### src/rtl/tick_pkg.sv
package tick_pkg;
    // Channel field code that routes the external input to the channel.
    localparam int SEL_EXT_CODE  = 4;
    // Number of power-of-two divider codes (ratios 2..16).
    localparam int NUM_DIV_CODES = 4;

    typedef enum logic {
        ADDR_PRESC = 1'b0,
        ADDR_FIELD = 1'b1
    } cfg_addr_e;
endpackage

### src/rtl/tick_prescaler.sv
module tick_prescaler #(
    parameter int PS_W = 8
) (
    input  logic            clk,
    input  logic            rst_n,
    input  logic            restart,
    input  logic [PS_W-1:0] limit,
    output logic            tick
);
    typedef struct packed {
        logic [PS_W-1:0] cnt;
    } ps_state_t;

    ps_state_t st_d, st_q;

    always_comb begin
        st_d = st_q;
        tick = (st_q.cnt == limit);
        if (restart || tick) begin
            st_d.cnt = '0;
        end else begin
            st_d.cnt = st_q.cnt + 1'b1;
        end
    end

    always_ff @(posedge clk or negedge rst_n) begin
        if (!rst_n) st_q <= '0;
        else        st_q <= st_d;
    end
endmodule

### src/rtl/tick_edge_sync.sv
module tick_edge_sync (
    input  logic clk,
    input  logic rst_n,
    input  logic pin,
    output logic pulse
);
    typedef struct packed {
        logic meta;
        logic sync;
        logic prev;
    } sy_state_t;

    sy_state_t st_d, st_q;

    always_comb begin
        st_d.meta = pin;
        st_d.sync = st_q.meta;
        st_d.prev = st_q.sync;
        pulse     = st_q.sync & ~st_q.prev;
    end

    always_ff @(posedge clk or negedge rst_n) begin
        if (!rst_n) st_q <= '0;
        else        st_q <= st_d;
    end
endmodule

### src/rtl/tick_divider.sv
module tick_divider
    import tick_pkg::*;
#(
    parameter int FIELD_W = 4,
    parameter int CNT_W   = NUM_DIV_CODES
) (
    input  logic               clk,
    input  logic               rst_n,
    input  logic               restart,
    input  logic               pre_tick,
    input  logic               ext_tick,
    input  logic [FIELD_W-1:0] field,
    output logic               tick
);
    typedef struct packed {
        logic [CNT_W-1:0] cnt;
        logic             out;
    } dv_state_t;

    dv_state_t        st_d, st_q;
    logic             use_ext;
    logic             hit;
    logic [CNT_W-1:0] lim;
    int unsigned      lg;

    always_comb begin
        st_d    = st_q;
        use_ext = (field == FIELD_W'(SEL_EXT_CODE));
        if (int'(field) >= NUM_DIV_CODES) lg = NUM_DIV_CODES - 1;
        else                              lg = int'(field);
        lim = CNT_W'((32'd1 << (lg + 1)) - 32'd1);
        hit = pre_tick && (st_q.cnt == lim);

        if (restart) begin
            st_d.out = 1'b0;
        end else if (use_ext) begin
            st_d.out = ext_tick;
        end else begin
            st_d.out = hit;
        end

        if (restart || use_ext) begin
            st_d.cnt = '0;
        end else if (pre_tick) begin
            st_d.cnt = hit ? '0 : st_q.cnt + 1'b1;
        end
    end

    assign tick = st_q.out;

    always_ff @(posedge clk or negedge rst_n) begin
        if (!rst_n) st_q <= '0;
        else        st_q <= st_d;
    end
endmodule

### src/rtl/tmr_tick_tree.sv
module tmr_tick_tree
    import tick_pkg::*;
#(
    parameter int DATA_W  = 32,
    parameter int PS_W    = 8,
    parameter int FIELD_W = 4,
    parameter int NUM_CH  = 5,
    parameter int GRP0_CH = 2
) (
    input  logic              clk,
    input  logic              rst_n,
    input  logic              wr_en,
    input  logic              wr_addr,
    input  logic [DATA_W-1:0] wr_data,
    input  logic [1:0]        ext_in,
    output logic [NUM_CH-1:0] ch_tick
);
    localparam int NUM_GRP = 2;
    localparam int FLD_TOT = NUM_CH * FIELD_W;

    typedef struct packed {
        logic [NUM_GRP-1:0][PS_W-1:0]   presc;
        logic [NUM_CH-1:0][FIELD_W-1:0] field;
    } cfg_t;

    cfg_t                 cfg_d, cfg_q;
    logic [NUM_GRP-1:0]   pre_tick;
    logic [NUM_GRP-1:0]   ext_tick;
    logic [FLD_TOT-1:0]   field_flat;

    always_comb begin
        cfg_d = cfg_q;
        if (wr_en && (cfg_addr_e'(wr_addr) == ADDR_PRESC)) begin
            for (int g = 0; g < NUM_GRP; g++) begin
                cfg_d.presc[g] = wr_data[g*PS_W +: PS_W];
            end
        end
        if (wr_en && (cfg_addr_e'(wr_addr) == ADDR_FIELD)) begin
            for (int c = 0; c < NUM_CH; c++) begin
                cfg_d.field[c] = wr_data[c*FIELD_W +: FIELD_W];
            end
        end
    end

    always_ff @(posedge clk or negedge rst_n) begin
        if (!rst_n) cfg_q <= '0;
        else        cfg_q <= cfg_d;
    end

    assign field_flat = cfg_q.field;

    generate
        if (DATA_W > FLD_TOT) begin : g_spare
            logic unused_hi;
            assign unused_hi = ^wr_data[DATA_W-1:FLD_TOT];
        end

        for (genvar g = 0; g < NUM_GRP; g++) begin : g_grp
            tick_prescaler #(.PS_W(PS_W)) u_ps (
                .clk     (clk),
                .rst_n   (rst_n),
                .restart (wr_en),
                .limit   (cfg_q.presc[g]),
                .tick    (pre_tick[g])
            );
            tick_edge_sync u_sync (
                .clk   (clk),
                .rst_n (rst_n),
                .pin   (ext_in[g]),
                .pulse (ext_tick[g])
            );
        end

        for (genvar c = 0; c < NUM_CH; c++) begin : g_ch
            localparam int GRP = (c < GRP0_CH) ? 0 : 1;
            tick_divider #(.FIELD_W(FIELD_W)) u_div (
                .clk      (clk),
                .rst_n    (rst_n),
                .restart  (wr_en),
                .pre_tick (pre_tick[GRP]),
                .ext_tick (ext_tick[GRP]),
                .field    (cfg_q.field[c]),
                .tick     (ch_tick[c])
            );
        end
    endgenerate
endmodule

### config.mk
export PLATFORM = sky130hd
export DESIGN_NAME = tmr_tick_tree
export DESIGN_NICKNAME = d
export VERILOG_FILES = /design/src/rtl/tick_pkg.sv /design/src/rtl/tick_prescaler.sv /design/src/rtl/tick_edge_sync.sv /design/src/rtl/tick_divider.sv /design/src/rtl/tmr_tick_tree.sv
export SDC_FILE = /design/constraint.sdc
export NUM_CORES = 1
export LEC_CHECK = 0
export BUFFER_PORTS_ARGS = -buffer_cell sky130_fd_sc_hd__buf_2
export CAP_MARGIN = 15
export CORE_MARGIN = 2
export CORE_UTILIZATION = 40
export DETAILED_ROUTE_END_ITERATION = 12
export GPL_TIMING_DRIVEN = 0
export PLACE_DENSITY = 0.59
export SYNTH_ARGS = -nofsm -noshare
export SYNTH_HDL_FRONTEND = slang
export SYNTH_SLANG_ARGS = --single-unit
### constraint.sdc
create_clock -name clk -period 2.5 [get_ports clk]
set_input_delay 0.125 -clock clk [delete_from_list [all_inputs] [get_ports clk]]
set_output_delay 0.125 -clock clk [all_outputs]
set_load 0.02 [all_outputs]
## Yosys cells after proc, flatten, opt, wreduce, memory -nomap -nowiden

Index checks and enable logic that the tools add are counted.

| word-level totals | value |
|---|---|
| logic and storage cells | 120 |
| input port bits | 38 |
| latch bits | 0 |
| memories | 0 |
| bits in registers | 83 |
| bits in read-only memories | 0 |
| bits in writable memories | 0 |
| output and inout port bits | 5 |

| cells by class | value |
|---|---|
| bitwise gates (word level) | 5 |
| divide/modulo/power cells | 0 |
| $lt $le $gt $ge | 5 |
| $mul | 0 |
| reductions and logical operators | 19 |
| shift operators | 5 |
| mux-type cells | 32 |
| eq/ne operators | 12 |
| add/subtract/negate cells | 17 |

Operators by type and width:

| cell | count |
|---|---|
| 1-bit by 32-bit << shifter with 4-bit output (first input constant) | 5 |
| 4-bit 2-to-1 mux | 20 |
| 4-bit by 1-bit adder with 5-bit output (second input constant) | 5 |
| 4-bit by 1-bit adder with 4-bit output (second input constant) | 5 |
| 4-bit by 3-bit == test with 1-bit output (second input constant) | 5 |
| 4-bit == test | 5 |
| 4-bit by 3-bit >= comparator with 1-bit output (second input constant) | 5 |
| 4-bit by 1-bit subtractor with 4-bit output (second input constant) | 5 |
| 8-bit by 1-bit adder with 8-bit output (second input constant) | 2 |
| 8-bit == test | 2 |
| 8-bit 2-to-1 mux | 2 |
| 1-bit 2-to-1 mux | 10 |
| 2-bit nonzero test | 5 |
| 1-bit logical AND | 7 |
| 1-bit logical OR | 7 |
| 1-bit inverter | 3 |
| 1-bit AND | 2 |

## Logic depth before layout (Yosys ltp)

| depth | value |
|---|---|
| word-level depth | 10 |
| gate-level depth with buffers | 11 |
| mapped depth without buffers | 11 |

## Modules after synthesis

From an unflattened synthesis, not the netlist that was laid out.

| second synthesis, totals | value |
|---|---|
| cell total of the unflattened synthesis | 403 |
| area, all modules | 4693.3 um^2 |

By module, submodules not included:

| module | cells an instance | times used | sequential area each (um^2) | area each (um^2) |
|---|---|---|---|---|
| tick_divider | 45 | 5 | 125.1 | 412.9 |
| tmr_tick_tree | 78 | 1 | 900.9 | 1407.6 |
| tick_prescaler | 46 | 2 | 200.2 | 521.8 |
| tick_edge_sync | 4 | 2 | 75.1 | 88.8 |

## Worst setup path after synthesis

Ideal clock, no wire load.

| timing path | value |
|---|---|
| path kind | reg-to-reg |
| start | register cfg_q[4] (netlist bit) |
| end | register g_ch[1].u_div.st_q, in the netlist g_ch[1].u_div.tick |
| path buffers | 0 |
| stages on the path, launching flop included | 11 |
| path slack | -0.296 ns |
| required time | 2.422 ns |
| library setup time | 0.078 ns |
| clock period less this slack | 2.796 ns |
| arrival time | 2.718 ns |
| cell sequence | dfrtp_1 > nor3_1 > inv_1 > ha_1 > or3_1 > ha_1 > xnor2_1 > mux2i_1 > a211o_1 > or3_1 > a21oi_1 |

RTL lines:

| element | RTL line | source |
|---|---|---|
| from (decl) | tmr_tick_tree.sv:26 | `cfg_t cfg_d, cfg_q;` |
| from (signal assigned) | tmr_tick_tree.sv:47 | `else cfg_q <= cfg_d;` |
| to (signal assigned) | tick_divider.sv:53 | `else st_q <= st_d;` |
| to (decl) | tick_divider.sv:20 | `dv_state_t st_d, st_q;` |

==> results.cfg <==
[outcome]
status = finished with violations
violations = setup timing

[pwr]
p_seq_share_pct = 44.3
p_total_mw = 3.50
p_leak_nw = 2.38
combPwrFrac_pct = 25.9
switchingPower_mw = 0.986
sw_frac_of_total_pct = 28.2
internal-power_mw = 2.51
ir_worst_vdd_mv = 0.334
clockPowerShare_pct = 29.8
power_density_nw_per_um2 = 610

[sta]
min_period_over_period_pct = 111
tightest_slew_ps = 784
setup_viol = 16
maxSlewViolCount = 0
relSlewSlack_pct = 47.5
postLayoutSetupSlackWorst_ps = -265
hold_violations = 0
grt_setup_unrepaired = true
fmax_ghz = 0.362
period_minus_slack_ps = 2760
fin_skew_ps = 9.51
setup-tns-final_ps = -1750

[route]
dr.pass1.iters = 4
drtAntennaViolNets = 0
vias_per_cell = 5.21
wirelength_um = 9620
drc = 0
vias = 3316
drt-initial-drc-count = 140
wl_per_cell_um = 15.1

[cts]
clk-insertion-delay-late_ps = 370
cts_tree = yes
clock-sinks = 83
htreeDepth = 3
root_buffer = clkbuf_8
clk_pin_slew_ps = 80
cts_inserted_buffers = 9
clock_path_buffers = 2

[setup_path]
crit_buf_inv = 0
crit_path_start_kind = flop
cpPeakStageDelay_ps = 440
crit_chain = or3_4 > ha_4 > or3_4 > ha_4 > xor2_2 > nand2_1 > a211o_1 > or3_1 > a21oi_2
cp_slowest_cell = dfrtp_1
end_kind = flop
required_ps = 2790
critPathKind = flop to flop
critPathTopFamily = simple AND/OR/NAND/NOR gates
critPathMaxFanout = 4
arrival_ps = 3050

[floorplan]
die_h_um = 109
die_w_um = 109
dieArea_um2 = 11800
rows = 38
initial_core_util_pct = 40.7
io_pins = 43
core_um2 = 10800

[placed_design]
hpwl_um = 6530
dpl_cell_area_um2 = 4910
place.port_buffers = 30
pre_cts_ws_ps = -368
place.gp.congestion = 0.791

[synthesis]
yosys_register_bits = 83
synth_top_area_share_pct = 47.3
synth_edf_count = 0
syn_area_per_cell_um2 = 10.7
syn-num-nets = 464
synth.area.top_cells = dfrtp_1 (47%), mux2_2 (9.2%), ha_1 (4.8%)
synthArstFlopShare_pct = 100
ys_seq_area_share_pct = 47.3
yosysWarnings = 0
syn-cell-area_um2 = 4400
synth_cells = 409
synth_flop_cell = dfrtp_1
ys_types = 51
yosys.area.top_type = dfrtp_1

[global_routing]
overflow = 0
grt_pass1_vias = 3297
grtUsageTotal_pct = 17.4
antenna_found_initial = 0
grt_max_degree = 58
grt_pass1_wl_um = 15800

[cells_and_area]
multi_input_area_um2 = 2640
nNetsFinal = 546
nFillCells = 932
fin_area_um2 = 5730
n_antenna_cell = 0
drive_gt1_share_pct = 37.3
synthToLayoutAreaGrowth_pct = 30.4
regArea_um2 = 2080

[job]
cap_violations = 0

[min_path]
holdCritPathClass = primary input to flop
registers in the layout (all words and copies together) (netlist names):
signal,flops
g_grp.u_ps.st_q,16
g_grp.u_sync.st_q,2
g_ch.u_div.tick,5
g_ch.u_div.st_q,20
cfg_q,36
g_grp.u_sync.st_d,4
metal layers:
layer	wire length [um]	GRT usage [%]
met3	222	2.99
met2	4640	28.0
met1	4530	23.1
met4	224	7.69
met5	0	0
power by group through the flow:
stage	sequential [mW]	clock [mW]	combinational (mW)
2_1_floorplan	1.55	0	0.498
3_3_place_gp	1.57	0	0.614
3_5_place_dp	1.58	0	0.644
4_1_cts	1.55	1.06	0.825
5_1_grt	1.57	1.13	0.986
6_report	1.55	1.04	0.905
layout by cell type (no fill, tap or decap), types with 3 or more instances in the layout:
cell type      instances
nand4_1                3
nor3_1                 7
clkbuf_1              10
nand3b_1               8
nand3_2                4
or3_4                  7
nor2b_1                4
dfrtp_1               82
xnor2_4                3
xnor2_1               13
or3_1                  4
or2_2                  4
nor2_4                 4
ha_1                   8
xnor2_2                4
a21oi_1                7
mux2_2                36
clkbuf_8               9
nor2_1                22
a31oi_1                6
buf_4                 33
nand4b_1               3
buf_6                  5
o2111ai_2              3
nor3_4                 5
and3_1                 5
nand3_1               30
xor2_1                22
dlygate4sd3_1          9
ha_4                   7
buf_2                 30
nor4b_1                5
nand2_1               33
inv_1                  4
a21oi_2                3
inv_2                  3
repair_timing:
action,4_1_cts,5_1_grt
pin swaps,27,14
hold buffers,9,0
setup endpoints to repair,22,23
hold endpoints to repair,36,0
gates resized for setup,33,20
buffers inserted,21,10
cell usage after synthesis, drive strengths merged, types with 5 or more instances:
master and n:
mux2 36, nand3b 8, nor3 13, nor4b 5
and3 6, nor2 26, o31ai 5, xnor2 20
inv 7, dfrtp 83, nand3 34, or3 11
clkbuf 8, buf 8, a31oi 6, ha 17
or2 5, xor2 23, a21oi 10, nand2 35
stage by stage:
| stage | util [%] | hold slack [ps] | instances |
|---|---|---|---|
| floorplan | - | -171 | 409 |
| global placement | 45.2 | 233 | 579 |
| detailed placement | 45.5 | 74.5 | 580 |
| CTS | 51.6 | 3.04 | 626 |
| global route | 53.1 | 4.49 | 636 |
| finish | 53.1 | 14.0 | 636 |
cell type report:
class	count	share of cell area [%]
plain buffers	16	1.53
clock buffers	11	2.29
clock inverters	5	1.35
inverters	7	0.459
multi-input cells	303	46.0
flip-flops and latches	83	36.3
well taps	140	3.06
repair buffers	71	9.04
worst reg2reg max path, stage by stage (launching register included):
cell,delay [ps]
dfrtp_1,440
or3_4,400
ha_4,230
or3_4,380
ha_4,280
xor2_2,120
nand2_1,60
a211o_1,290
or3_1,330
a21oi_2,160
worst paths after layout:
kind                       cells after the start                               from  slack [ps]                                end
setup / recovery                               9               cfg_q[7]$_DFFE_PN0P_        -260       g_ch[1].u_div.tick$_DFF_PN0_
max in group asynchronous                      3                              rst_n        1640               cfg_q[2]$_DFFE_PN0P_
hold / removal                                 2                         wr_data[1]          10               cfg_q[1]$_DFFE_PN0P_
min in group asynchronous                      2                              rst_n         220  g_ch[3].u_div.st_q[3]$_DFFE_PN0P_
setup reg to reg                               9               cfg_q[7]$_DFFE_PN0P_        -260       g_ch[1].u_div.tick$_DFF_PN0_
hold reg to reg                                0  g_grp[1].u_sync.st_d[1]$_DFF_PN0_         350  g_grp[1].u_sync.st_d[0]$_DFF_PN0_
cell families after synthesis:
logic type,after synthesis,synth area share (%)
AND/OR/NAND/NOR,165,20.3
flip-flops,83,47.3
XOR/XNOR,43,8.91
AO/OA/AOI/OAI,40,6.43
multiplexers,38,9.68
buffers and inverters,23,2.59
adder cells (fa/ha/maj),17,4.84
No activity file was read; power rests on OpenSTA's default activity.
